File: config.mk
export PLATFORM = sky130hd
export DESIGN_NAME = rotimm_codec
export DESIGN_NICKNAME = d
export VERILOG_FILES = /design/src/rtl/rotimm_pkg.sv /design/src/rtl/rotimm_rot.sv /design/src/rtl/rotimm_probe.sv /design/src/rtl/rotimm_ctrl.sv /design/src/rtl/rotimm_dec.sv /design/src/rtl/rotimm_codec.sv
export SDC_FILE = /design/constraint.sdc
export NUM_CORES = 1
export LEC_CHECK = 0
export ABC_AREA = 1
export ABC_CLOCK_PERIOD_IN_PS = 3300
export BUFFER_PORTS_ARGS = -buffer_cell sky130_fd_sc_hd__buf_2
export CORE_MARGIN = 2
export CORE_UTILIZATION = 45
export CTS_CLUSTER_DIAMETER = 100
export CTS_CLUSTER_SIZE = 30
export DETAILED_ROUTE_END_ITERATION = 6
export PLACE_DENSITY = 0.69
export SLEW_MARGIN = 10
export SYNTH_ARGS = -nofsm -noshare
export SYNTH_HDL_FRONTEND = slang
export SYNTH_SLANG_ARGS = --single-unit
export TNS_END_PERCENT = 1
File: constraint.sdc
create_clock -name clk -period 3.3 [get_ports clk]
set_clock_uncertainty 0.05 [all_clocks]
set_input_delay 0.33 -clock clk [delete_from_list [all_inputs] [get_ports clk]]
set_output_delay 0.33 -clock clk [all_outputs]
set_load 0.02 [all_outputs]
File: src/rtl/rotimm_pkg.sv
package rotimm_pkg;
  typedef enum logic {
    SCAN_IDLE = 1'b0,
    SCAN_RUN  = 1'b1
  } scan_e;
endpackage

File: src/rtl/rotimm_rot.sv
// Barrel rotator; LEFT picks the direction. W must be a power of two so the
// index arithmetic wraps modulo W on its own.
module rotimm_rot #(
  parameter int W    = 32,
  parameter int SW   = $clog2(W),
  parameter bit LEFT = 1'b0
) (
  input  logic [W-1:0]  din,
  input  logic [SW-1:0] amt,
  output logic [W-1:0]  dout
);
  for (genvar i = 0; i < W; i++) begin : g_bit
    localparam logic [SW-1:0] IDX = SW'(i);
    if (LEFT) begin : g_l
      assign dout[i] = din[IDX - amt];
    end else begin : g_r
      assign dout[i] = din[IDX + amt];
    end
  end
endmodule

File: src/rtl/rotimm_probe.sv
// Tests one rotate value: undoes the rotation and checks the byte fits.
module rotimm_probe #(
  parameter int DATA_W = 32,
  parameter int BYTE_W = 8,
  parameter int ROT_W  = 4
) (
  input  logic [DATA_W-1:0] value,
  input  logic [ROT_W-1:0]  rot,
  output logic              hit,
  output logic [BYTE_W-1:0] lit
);
  localparam int SW     = $clog2(DATA_W);
  localparam int STEP_W = $clog2(DATA_W >> ROT_W);

  logic [SW-1:0]     amt;
  logic [DATA_W-1:0] undone;

  assign amt = SW'(rot) << STEP_W;

  rotimm_rot #(.W(DATA_W), .SW(SW), .LEFT(1'b1)) u_rol (
    .din (value),
    .amt (amt),
    .dout(undone)
  );

  assign hit = (undone[DATA_W-1:BYTE_W] == '0);
  assign lit = undone[BYTE_W-1:0];
endmodule

File: src/rtl/rotimm_ctrl.sv
// Scan sequencer: steps the rotate index from zero until a hit or the end.
module rotimm_ctrl
  import rotimm_pkg::*;
#(
  parameter int ROT_W = 4
) (
  input  logic             clk,
  input  logic             rst_n,
  input  logic             start,
  input  logic             hit,
  output logic             busy,
  output logic             accept,
  output logic             finish,
  output logic [ROT_W-1:0] rot_idx
);
  scan_e            st_q;
  logic [ROT_W-1:0] idx_q;
  logic             at_last;

  assign at_last = &idx_q;
  assign busy    = (st_q == SCAN_RUN);
  assign accept  = start && (st_q == SCAN_IDLE);
  assign finish  = busy && (hit || at_last);
  assign rot_idx = idx_q;

  always_ff @(posedge clk) begin
    if (!rst_n) begin
      st_q  <= SCAN_IDLE;
      idx_q <= '0;
    end else if (accept) begin
      st_q  <= SCAN_RUN;
      idx_q <= '0;
    end else if (finish) begin
      st_q  <= SCAN_IDLE;
    end else if (busy) begin
      idx_q <= idx_q + ROT_W'(1);
    end
  end
endmodule

File: src/rtl/rotimm_dec.sv
// Combinational expander: byte zero-extended, rotated right by STEP*field.
module rotimm_dec #(
  parameter int DATA_W = 32,
  parameter int BYTE_W = 8,
  parameter int ROT_W  = 4
) (
  input  logic [ROT_W+BYTE_W-1:0] code,
  output logic [DATA_W-1:0]       value
);
  localparam int SW     = $clog2(DATA_W);
  localparam int STEP_W = $clog2(DATA_W >> ROT_W);

  logic [DATA_W-1:0] wide;
  logic [SW-1:0]     amt;

  assign wide = {{(DATA_W-BYTE_W){1'b0}}, code[BYTE_W-1:0]};
  assign amt  = SW'(code[ROT_W+BYTE_W-1:BYTE_W]) << STEP_W;

  rotimm_rot #(.W(DATA_W), .SW(SW), .LEFT(1'b0)) u_ror (
    .din (wide),
    .amt (amt),
    .dout(value)
  );
endmodule

File: src/rtl/rotimm_codec.sv
module rotimm_codec #(
  parameter int DATA_W = 32,
  parameter int BYTE_W = 8,
  parameter int ROT_W  = 4
) (
  input  logic                    clk,
  input  logic                    rst_n,
  input  logic                    start,
  input  logic [DATA_W-1:0]       value_in,
  output logic                    busy,
  output logic                    done,
  output logic                    invalid,
  output logic [ROT_W+BYTE_W-1:0] enc_out,
  input  logic [ROT_W+BYTE_W-1:0] dec_in,
  output logic [DATA_W-1:0]       dec_out
);
  localparam int ENC_W = ROT_W + BYTE_W;

  logic [DATA_W-1:0] value_q;
  logic              accept, finish, hit;
  logic [ROT_W-1:0]  rot_idx;
  logic [BYTE_W-1:0] lit;
  logic              done_q, inv_q;
  logic [ENC_W-1:0]  enc_q;

  rotimm_ctrl #(.ROT_W(ROT_W)) u_ctrl (
    .clk    (clk),
    .rst_n  (rst_n),
    .start  (start),
    .hit    (hit),
    .busy   (busy),
    .accept (accept),
    .finish (finish),
    .rot_idx(rot_idx)
  );

  rotimm_probe #(.DATA_W(DATA_W), .BYTE_W(BYTE_W), .ROT_W(ROT_W)) u_probe (
    .value(value_q),
    .rot  (rot_idx),
    .hit  (hit),
    .lit  (lit)
  );

  rotimm_dec #(.DATA_W(DATA_W), .BYTE_W(BYTE_W), .ROT_W(ROT_W)) u_dec (
    .code (dec_in),
    .value(dec_out)
  );

  always_ff @(posedge clk) begin
    if (!rst_n) begin
      value_q <= '0;
      done_q  <= 1'b0;
      inv_q   <= 1'b0;
      enc_q   <= '0;
    end else begin
      if (accept) value_q <= value_in;
      done_q <= finish;
      if (finish) begin
        inv_q <= !hit;
        enc_q <= hit ? {rot_idx, lit} : '0;
      end
    end
  end

  assign done    = done_q;
  assign invalid = inv_q;
  assign enc_out = enc_q;
endmodule

==> flow_summary_export.csv <==
group,metric,value,unit
route,drtPass1Iterations,5,
clock_tree,clkTransAtPathRegs,100,ps
grt,grt_max_degree,38,
worst_setup_path,cp_max_fo,14,
timing,setup_violations,0,
clock_tree,cts_root_buffer,"clkbuf_8",
power,power_density,367.5,nW/um^2
route,ant_nets,0,
floorplan,die_area,9836,um^2
timing,fin_ws,334.2,ps
route,via_count,4678,
floorplan,rows,34,
power,switchingPower,0.0006295,W
synthesis,synth.avg_cell_area,5.799,um^2
grt,grt_pass1_vias,4093,
timing,fin_setup_tns,0,ps
power,clock_power_share,28.0,%
final_layout,regArea,1021,um^2
placed_design,gp_congestion,1.056,
clock_tree,cts_buffers,5,
synthesis,synth_cell_types,29,
clock_tree,cts_resized,0,
grt,met3_usage,2.881,%
power,leakagePower,2.373,nW
route,vias_per_cell,5.304,
clock_tree,cts_max_level,2,
placed_design,hpwl,8685,um
timing,slew_headroom,36.88,%
grt,grtUsageTotal,22.96,%
final_layout,area_growth,14.18,%
worst_setup_path,crit_required,3450,ps
clock_tree,clkSinkCount,51,
route,route.detailed.drc,0,
flow_run,drv_cap,0,
clock_tree,post_cts_buffers,0,
floorplan,die_width,99.18,um
floorplan,ioPinCount,94,
worst_setup_path,cp.arrival,3110,ps
grt,overflow,0,
timing,whs,200.6,ps
power,p_int,0.001081,W
synthesis,syn_area,4076,um^2
route,drtIter0Drc,247,
clock_tree,insertion_delay,320,ps
power,p_sw_share,36.80,%
grt,grt_use_met2,38.93,%
placed_design,io_buffers,93,
timing,worstMarginPinSlew,945.8,ps
grt,antenna_found_initial,0,
route,wirelength,11320,um
worst_setup_path,path_class,"flop to flop",
timing,hold_viol_final,0,
final_layout,antenna_cells,0,
final_layout,nFillCells,898,
final_layout,final_common_cell,"nand2_1",
placed_design,post-place-ws,408.1,ps
final_layout,fin_nets,836,
grt,top_usage_layer,"met2",
worst_setup_path,startpoint_type,"flop",
clock_tree,cts_tree,"yes",
timing,rsz0062_at_grt,"false",
timing,post-route-min-period,2966,ps
floorplan,dieHeight,99.18,um
synthesis,synth_nets,766,
final_layout,layout_common_cells,"223 x nand2_1, 121 x nand3_1, 105 x nor2_1",
power,ir_drop,0.0001671,V
final_layout,drive_gt1_share,15.37,%
synthesis,ys_ff_latch,51,
timing,finalCritPeriodShare,89.87,%
timing,final_max_slew_viol_count,0,
grt,grt_pass1_wl,18760,um
clock_tree,holdBufCountCts,0,
synthesis,syn_inst,703,
run_status,status,"complete, no violations",
floorplan,initial_core_util,46.52,%
final_layout,multi_input_area,2713,um^2
synthesis,yosysSeqAreaShare,25.05,%
power,pwr-share-comb,32.0,%
worst_hold_path,hp-class,"primary input to flop",
floorplan,core,8763,um^2
worst_setup_path,crit_path_end_kind,"flop",
clock_tree,clock_path_buffers,2,
synthesis,yosys_warnings,0,
timing,fmax,337.2,MHz
route,wire_per_inst,12.83,um
power,p_seq_share,40.0,%
grt,groute.layer.met1.usage,31.09,%
through the flow:
stage / power (W) / instance area (um^2) / util (%) / cells
detailed placement: 0.001240 / 4533 / 51.73 / 874
finish: 0.001711 / 4654 / 53.11 / 882
CTS: 0.001721 / 4654 / 53.11 / 882
floorplan: 0.001100 / 4076 / - / 703
global route: 0.001834 / 4654 / 53.11 / 882
global placement: 0.001229 / 4533 / 51.73 / 874
state kept, by name (all words and copies together), names as in the netlist:
register / flops
value_q: 32
done: 1
u_ctrl.rot_idx: 4
enc_out: 12
u_ctrl.busy: 1
invalid: 1
power groups by stage:
stage               clock network (W)  registers [W]  logic [W]
floorplan                           0       0.000686   0.000414
global placement                    0       0.000695   0.000534
detailed placement                  0       0.000697   0.000543
CTS                          0.000493       0.000683   0.000544
global route                 0.000519       0.000688   0.000628
finish                       0.000479       0.000683   0.000548
critical path, cell delays in order, from the launching register on:
cell	delay, ps
dfxtp_1	350
inv_2	90
buf_4	200
ha_1	480
inv_1	210
nand3_1	130
nand2_1	60
nor2_1	150
nand3_1	100
nor2_1	120
nand2_1	100
nor2_4	270
nand3_2	300
nand3_1	170
a21oi_1	70
cell families (layout without fill, tap and decap cells):
kind of cell / Yosys count / in the layout / synth area share [%]
flip-flops: 51 / 51 / 25.05
buffers and inverters: 76 / 147 / 8.410
adder cells (fa/ha/maj): 16 / 16 / 4.911
XOR/XNOR: 13 / 13 / 3.162
AO/OA/AOI/OAI: 72 / 72 / 9.301
AND/OR/NAND/NOR: 475 / 475 / 49.17
path summary, 6_finish.rpt:
path                startpoint           to  slack (ps)  cells past startpoint
min               value_in[10]  value_q[10]         200                      3
max          u_ctrl.rot_idx[1]   enc_out[7]         330                     14
min reg2reg         enc_out[6]   enc_out[6]         440                      2
max reg2reg  u_ctrl.rot_idx[1]   enc_out[7]         330                     14
per-layer routing:
layer / vias up / wire, um / part of all wire (%)
li1: 2420 / - / -
met1: 2102 / 5331 / 47
met2: 146 / 5314 / 47
met3: 10 / 553 / 4.9
met4: 0 / 120 / 1.1
met5: - / 0 / 0
cell type report:
cell class	count	share of cell area [%]
Clock inverter	2	0.8333
Inverter	39	3.145
Sequential cell	51	21.94
Timing Repair Buffer	100	11.13
Clock buffer	6	1.774
Multi-Input combinational cell	576	58.28
Tap cell	108	2.903
cell usage after synthesis, drive strengths merged:
cell type / n / share of area, %
a21o: 1 / 0.18
a21oi: 19 / 2.6
buf: 24 / 3.6
clkbuf: 13 / 1.2
clkinv: 1 / 0.092
dfxtp: 51 / 25
ha: 16 / 4.9
inv: 38 / 3.5
nand2: 225 / 21
nand3: 122 / 15
nand3b: 1 / 0.18
nand4: 12 / 1.8
nor2: 107 / 10
nor3: 8 / 0.98
o211a: 1 / 0.25
o21ai: 51 / 6.3
xnor2: 3 / 0.83
xor2: 10 / 2.3
Note: power is estimated with default switching activity, not from simulation.
